File: src/rtl/pixel_cnt_pkg.sv
package pixel_cnt_pkg;

    typedef enum logic [1:0] {
        MODE_TOT_TOA  = 2'b00,
        MODE_TOT_EVT  = 2'b01,
        MODE_LONG_TOA = 2'b10,
        MODE_LONG_EVT = 2'b11
    } cnt_mode_e;

    function automatic logic is_long(input cnt_mode_e m);
        return (m == MODE_LONG_TOA) || (m == MODE_LONG_EVT);
    endfunction

endpackage

File: src/rtl/pixel_hit_sync.sv
module pixel_hit_sync #(
    parameter int STAGES = 2
) (
    input  logic clk,
    input  logic rst_n,
    input  logic hit_i,
    output logic level_o,
    output logic rise_o
);

    typedef struct packed {
        logic [STAGES-1:0] chain;
        logic              last;
    } sync_t;

    sync_t s_d, s_q;

    generate
        if (STAGES > 1) begin : g_multi
            always_comb begin
                s_d       = s_q;
                s_d.chain = {s_q.chain[STAGES-2:0], hit_i};
                s_d.last  = s_q.chain[STAGES-1];
            end
        end else begin : g_single
            always_comb begin
                s_d       = s_q;
                s_d.chain = hit_i;
                s_d.last  = s_q.chain[0];
            end
        end
    endgenerate

    always_ff @(posedge clk) begin
        if (!rst_n) s_q <= '0;
        else        s_q <= s_d;
    end

    assign level_o = s_q.chain[STAGES-1];
    assign rise_o  = s_q.chain[STAGES-1] & ~s_q.last;

endmodule

File: src/rtl/pixel_cnt_core.sv
module pixel_cnt_core
    import pixel_cnt_pkg::*;
#(
    parameter int TOT_W = 5,
    parameter int TOA_W = 8
) (
    input  logic                   clk,
    input  logic                   rst_n,
    input  logic                   level_i,
    input  logic                   rise_i,
    input  logic                   shutter_i,
    input  logic [1:0]             mode_i,
    output logic [TOT_W+TOA_W-1:0] cnt_o,
    output cnt_mode_e              mode_o,
    output logic                   run_o,
    output logic                   start_o
);

    localparam int CNT_W = TOT_W + TOA_W;
    localparam logic [TOT_W-1:0] TOT_MAX = '1;
    localparam logic [TOA_W-1:0] TOA_MAX = '1;
    localparam logic [CNT_W-1:0] ALL_MAX = '1;

    typedef struct packed {
        logic [TOT_W-1:0] tot;
        logic [TOA_W-1:0] low;
        logic             armed;
        logic             shut;
        cnt_mode_e        mode;
    } core_t;

    core_t c_d, c_q;
    logic  run, start;
    logic [CNT_W-1:0] full_q;

    assign run    = shutter_i & c_q.shut;
    assign start  = shutter_i & ~c_q.shut;
    assign full_q = {c_q.tot, c_q.low};

    always_comb begin
        c_d      = c_q;
        c_d.shut = shutter_i;
        if (!shutter_i) c_d.mode = cnt_mode_e'(mode_i);
        if (start) begin
            c_d.tot   = '0;
            c_d.low   = '0;
            c_d.armed = 1'b0;
        end else if (run) begin
            if (rise_i) c_d.armed = 1'b1;
            unique case (c_q.mode)
                MODE_TOT_TOA: begin
                    if (level_i && c_q.tot != TOT_MAX) c_d.tot = c_q.tot + 1'b1;
                    if ((c_q.armed || rise_i) && c_q.low != TOA_MAX)
                        c_d.low = c_q.low + 1'b1;
                end
                MODE_TOT_EVT: begin
                    if (level_i && c_q.tot != TOT_MAX) c_d.tot = c_q.tot + 1'b1;
                    if (rise_i && c_q.low != TOA_MAX) c_d.low = c_q.low + 1'b1;
                end
                MODE_LONG_TOA: begin
                    if ((c_q.armed || rise_i) && full_q != ALL_MAX)
                        {c_d.tot, c_d.low} = full_q + 1'b1;
                end
                MODE_LONG_EVT: begin
                    if (rise_i && full_q != ALL_MAX)
                        {c_d.tot, c_d.low} = full_q + 1'b1;
                end
                default: ;
            endcase
        end
    end

    always_ff @(posedge clk) begin
        if (!rst_n) c_q <= '{tot: '0, low: '0, armed: 1'b0, shut: 1'b0, mode: MODE_TOT_TOA};
        else        c_q <= c_d;
    end

    assign cnt_o   = full_q;
    assign mode_o  = c_q.mode;
    assign run_o   = run;
    assign start_o = start;

endmodule

File: src/rtl/pixel_ro_shift.sv
module pixel_ro_shift #(
    parameter int W = 13
) (
    input  logic         clk,
    input  logic         rst_n,
    input  logic [W-1:0] par_i,
    input  logic         load_i,
    input  logic         shift_i,
    output logic         ser_o
);

    logic [W-1:0] sr_d, sr_q;

    always_comb begin
        sr_d = sr_q;
        if (load_i)       sr_d = par_i;
        else if (shift_i) sr_d = {sr_q[W-2:0], 1'b0};
    end

    always_ff @(posedge clk) begin
        if (!rst_n) sr_q <= '0;
        else        sr_q <= sr_d;
    end

    assign ser_o = sr_q[W-1];

endmodule

File: src/rtl/pixel_cnt_pair.sv
module pixel_cnt_pair
    import pixel_cnt_pkg::*;
#(
    parameter int TOT_W       = 5,
    parameter int TOA_W       = 8,
    parameter int SYNC_STAGES = 2
) (
    input  logic       clk,
    input  logic       rst_n,
    input  logic       hit_i,
    input  logic       shutter_i,
    input  logic [1:0] mode_i,
    input  logic       ro_load_i,
    input  logic       ro_shift_i,
    output logic       ro_data_o
);

    localparam int CNT_W = TOT_W + TOA_W;

    logic             hit_lvl, hit_rise;
    logic [CNT_W-1:0] cnt_w;
    cnt_mode_e        mode_w;
    logic             run_w, start_w;

    pixel_hit_sync #(.STAGES(SYNC_STAGES)) u_sync (
        .clk     (clk),
        .rst_n   (rst_n),
        .hit_i   (hit_i),
        .level_o (hit_lvl),
        .rise_o  (hit_rise)
    );

    pixel_cnt_core #(.TOT_W(TOT_W), .TOA_W(TOA_W)) u_core (
        .clk       (clk),
        .rst_n     (rst_n),
        .level_i   (hit_lvl),
        .rise_i    (hit_rise),
        .shutter_i (shutter_i),
        .mode_i    (mode_i),
        .cnt_o     (cnt_w),
        .mode_o    (mode_w),
        .run_o     (run_w),
        .start_o   (start_w)
    );

    pixel_ro_shift #(.W(CNT_W)) u_ro (
        .clk     (clk),
        .rst_n   (rst_n),
        .par_i   (cnt_w),
        .load_i  (ro_load_i),
        .shift_i (ro_shift_i),
        .ser_o   (ro_data_o)
    );

endmodule

File: config.mk
export PLATFORM = sky130hd
export DESIGN_NAME = pixel_cnt_pair
export DESIGN_NICKNAME = d
export VERILOG_FILES = /design/src/rtl/pixel_cnt_pkg.sv /design/src/rtl/pixel_hit_sync.sv /design/src/rtl/pixel_cnt_core.sv /design/src/rtl/pixel_ro_shift.sv /design/src/rtl/pixel_cnt_pair.sv
export SDC_FILE = /design/constraint.sdc
export NUM_CORES = 1
export LEC_CHECK = 0
export ABC_CLOCK_PERIOD_IN_PS = 3000
export BUFFER_PORTS_ARGS = -buffer_cell sky130_fd_sc_hd__buf_4
export CAP_MARGIN = 10
export CORE_AREA = 2 2 51 58
export CTS_CLUSTER_SIZE = 16
export DETAILED_ROUTE_END_ITERATION = 16
export DIE_AREA = 0 0 53 60
export PLACE_DENSITY_LB_ADDON = 0.25
export SLEW_MARGIN = 30
export SYNTH_ARGS = -nofsm -noshare
export SYNTH_HDL_FRONTEND = slang
export SYNTH_SLANG_ARGS = --single-unit
File: constraint.sdc
create_clock -name clk -period 3 [get_ports clk]
set_input_delay 0.3 -clock clk [delete_from_list [all_inputs] [get_ports clk]]
set_output_delay 0.3 -clock clk [all_outputs]
set_load 0.02 [all_outputs]
-- After elaboration in Yosys (flattened, before gate mapping)
Cells that the tools add are included.
- output and inout port bits: 1
- register bits after elaboration: 33
- logic and storage cells: 47
- bitwise operators: 6
- $add $sub $neg: 3
- mux-type cells: 8
- reduce and logical (&&, ||, !) cells: 12
- equal/unequal tests: 10
- operators with widths (operator ; count):
    13-bit two-way mux ; 4
    13-bit one-hot mux with 4 select lines ; 1
    8-bit two-way mux ; 2
    13-bit by 1-bit adder with 13-bit output, second input constant ; 1
    13-bit inequality test, second input constant ; 1
    8-bit by 1-bit adder with 8-bit output, second input constant ; 1
    2-bit by 1-bit inequality test with 1-bit output, second input constant ; 4
    8-bit inequality test, second input constant ; 1
    5-bit by 1-bit adder with 5-bit output, second input constant ; 1
    1-bit logical AND ; 5
    5-bit two-way mux ; 1
    5-bit inequality test, second input constant ; 1
    5-bit AND reduction ; 1
    2-bit equality test, second input constant ; 2
    1-bit bitwise AND ; 3
    1-bit NOT ; 3
    3-bit AND reduction ; 1
    2-bit by 1-bit equality test with 1-bit output, second input constant ; 1
    2-bit zero test ; 1
    2-bit AND reduction ; 1
    2-bit nonzero test ; 1
    2-bit OR reduction ; 1
    1-bit logical OR ; 1

-- Depth between registers and ports, before layout
- depth after elaboration: 6
- gate-level depth with buffers: 8
- depth with buffers taken out: 8

-- By module
A second synthesis with hierarchy kept.
- cells, all modules: 198
- area, all modules: 1866.8 µm²
- by module, submodules not included (module ; area an instance (µm²) ; sequential area each (µm²) ; cells each ; times used):
    pixel_cnt_core ; 1132.3 ; 340.3 ; 135 ; 1
    pixel_ro_shift ; 641.9 ; 260.2 ; 56 ; 1
    pixel_hit_sync ; 92.6 ; 60.1 ; 7 ; 1

-- Worst setup path before layout
Ideal clock, no wire load.
- path kind: flip-flop to flip-flop
- start: register u_core.c_q (netlist bit u_core.cnt_o[8])
- end: register u_core.c_q (netlist bit u_core.cnt_o[11])
- data arrival time: 1.804 ns
- required time: 2.928 ns
- buffers on the path: 0
- setup slack: 1.125 ns
- cell stages (with the launch flop): 8
- period minus slack after synthesis: 1.875 ns
- cells stage by stage: dfxtp_1 > ha_1 > and3_1 > ha_1 > nor3b_1 > o21ba_1 > or4_1 > a21oi_1
- word-level cells in the longest chain between the ends: 4
- elaborated cells between the ends (all ways): 14
- those cells by class: add/sub: 2; eq/ne: 4; mux: 4; reduce/logical: 4
- RTL lines (element ; line ; RTL):
    start, declared ; pixel_cnt_core.sv:32 ; core_t c_d, c_q;
    start signal, assigned ; pixel_cnt_core.sv:74 ; if (!rst_n) c_q <= '{tot: '0, low: '0, armed: 1'b0, shut: 1'b0, mode: MODE_TOT_TOA};
    branches (longest 4 deep; another with 13-bit by 1-bit adder with 13-bit output) ; - ;
Several ways; the timed one is not identified. The select of a mux whose other input is x is not followed.
A chain may end at the register's enable or synchronous reset.

-- Worst setup path after layout
- start: register u_core.c_q (netlist bit u_core.cnt_o[8])
- end: register u_core.c_q (netlist bit u_core.cnt_o[10])
The elaborated chain is that of the path after synthesis.

==> impl_results.md <==
- CP max stage delay: 0.37 ns
- Yosys warns: 0
- Worst hold path class: in2reg
- Clk_skew: 0.00367 ns
- Worst hold slack: 0.171 ns
- Slowest-stage cell, CP: dfxtp_1
- Vias in the first global route: 1184
- Routed Antenna Nets: 0
- Initial core utilization: 60.0%
- Gpl congestion: 0.816
- Tmin final: 2.14 ns
- Slew headroom: 67.6%
- EDFF count, synth: 0
- # Max-Cap Violations: 0
- Fin. max-slew vios: 0
- Hold depth: 2
- N_diodes: 0
- Core Box Area: 2630 um2
- Main synth FF type: dfxtp_1
- Clock root cell: clkbuf_4
- Setup WS post-layout: 0.860 ns
- Syn Area/Cell: 8.81 um2
- FF-to-FF setup slack: 0.86 ns
- Post-synthesis sequential area ratio: 41.9%
- Die width: 53 um
- HP Start: hit_i
- CTS Sinks: 33
- 1st-pass router iterations: 4
- Beginning of the worst register-to-register path: u_core.cnt_o[8]
- Leakage: 0.000619 uW
- WP data required: 3.27 ns
- CTS Buffer Depth: 2
- DR DRC count: 0
- IO Port Bufs: 8
- Seq cells post-synth: 33
- Cell variety after synth: 37
- First-pass GRT wire length: 5.00 mm
- Most frequent cells in the layout: dfxtp_1 (33), o21ai_0 (16), nand2_1 (16), and2_1 (16), mux2i_1 (15)
- Setup TNS: 0 ns
- Cts hold-fix bufs: 0
- CP bufs+invs: 0
- Post-Syn Nets: 190
- I/O pin total: 9
- Power consumption: 726 uW
- Die ar.: 3180 um2
- CP Cell Sequence: ha_1, and3_1, ha_1, nor3b_1, nor2b_1, a31oi_1, or3_1, a21oi_1
- Rows: 20
- Final Hold Viols: 0
- Worst-Margin Slew: 0.484 ns
- Nets: 197
- Top Family by Delay on Critical Path: simple AND/OR/NAND/NOR gates
- Post-Synthesis Cell Area: 1580 um2
- Post-synthesis cell count: 179
- Largest net degree at the start of global routing: 27
- Pre-CTS WS: 0.917 ns
- Post-DP HPWL: 1.98 mm
- Htree depth: 2
- Reg2Reg Depth: 8
- Grt ovf: 0
- Critical R2R Capture: u_core.cnt_o[10]
- Chip Height: 60 um
- WS Path Type: reg2reg
- Final Core Density: 64.9%
- Max VDD drop: 0.404 mV
- Min-Delay Endpoint: u_sync.s_d[2]
- CTS tree: yes
- Clk Latency, worst-skew pair: 0.34 ns
- Final setup violation count: 0
- Arr. time, crit path: 2.41 ns
- CP max FO: 5
- Vias: 1207
- Status: completed
- Post-CTS setup buffer count: 0
- Post-synth ARST share: 0%
- Fmax: 467 MHz
- Wire per inst: 12.5 um
- Starting DRT DRC Count: 22
- RSZ-0062 raised after global routing: false
- Share of cells above drive strength 1: 12.3%
- DRT Wirelength: 2.76 mm
- GRT Total Usage: 22.3%
- Crit path capture type: flop
- Resize count post-CTS: 0
- Total CTS buffers: 5
- Area Overhead vs Synth: 8.09%
- Final period utilization: 71.3%
- Via density: 5.49
- Reg clk slew, reported paths: 0.10 ns
- Antenna violations before repair: 0
- Worst Setup Start Kind: flop
- Most common cell after layout, fill and taps aside: dfxtp_1
- Most frequent CP cell: ha_1
- Power Dens Cells: 425 nW/um2
Yosys cell counts (all sizes together) (4+ instances only):
cell type  count  area share, %
o21ai         17            5.4
nor2          12            2.9
a21oi          8            3.0
clkbuf         7            1.7
dfxtp         33             42
nor3           5            1.9
mux2i         15            9.5
nand2         16            3.8
xnor2          7            3.9
nor2b          5            2.0
inv            4           0.95
and2          16            6.3
area by class of cell:
class | count | area [um2]
Inverter | 4 | 15.0
Sequential cell | 33 | 661
Timing Repair Buffer | 9 | 67.6
Tap cell | 33 | 41.3
Clock buffer | 5 | 37.5
Multi-Input combinational cell | 133 | 866
Clock inverter | 3 | 17.5
Fill cell | 230 | 922
state kept, by name, summed over array words and instances (netlist names):
signal / cells
u_sync.level_o: 1
u_sync.s_q: 1
u_core.cnt_o: 13
u_core.mode_o: 2
u_ro.sr_q: 13
u_sync.s_d: 1
u_core.c_q: 2
cells by family after synthesis:
| logic type | count (synthesis) | share of synthesized area (%) |
|---|---|---|
| mux | 15 | 9.52 |
| fa+ha+maj | 3 | 2.38 |
| xor+xnor | 8 | 4.44 |
| simple gates | 73 | 25.7 |
| buf+inv | 13 | 3.25 |
| flops | 33 | 41.9 |
| compound gates | 34 | 12.8 |
metal layers:
metal	track usage [%]	share of wire (%)
met1	24.4	46
met4	11.4	2.0
met3	9.25	3.7
met5	0	0
met2	36.6	48
worst max path at each step:
stage	start	to	slack, ns	depth (start not counted)
2_1_floorplan	u_core.cnt_o[8]	u_core.cnt_o[11]	1.12	7
4_1_cts	u_core.cnt_o[8]	u_core.cnt_o[10]	0.89	8
6_report	u_core.cnt_o[8]	u_core.cnt_o[10]	0.86	8
3_5_place_dp	u_core.cnt_o[8]	u_core.cnt_o[10]	0.92	8
3_3_place_gp	u_core.cnt_o[8]	u_core.cnt_o[11]	1.04	7
5_1_grt	u_core.cnt_o[8]	u_core.cnt_o[10]	0.72	8
report_power, final:
part	internal, uW	switching [uW]
sequential	442	3.78
combinational	18.5	23.2
clock	88.1	150
per-stage QoR:
stage / std cells / cell area, um2
after global routing: 220 / 1710
after floorplan: 179 / 1580
final: 220 / 1710
after global placement: 212 / 1650
after detailed placement: 212 / 1650
after CTS: 220 / 1710
(Power assumes the default switching activity.)
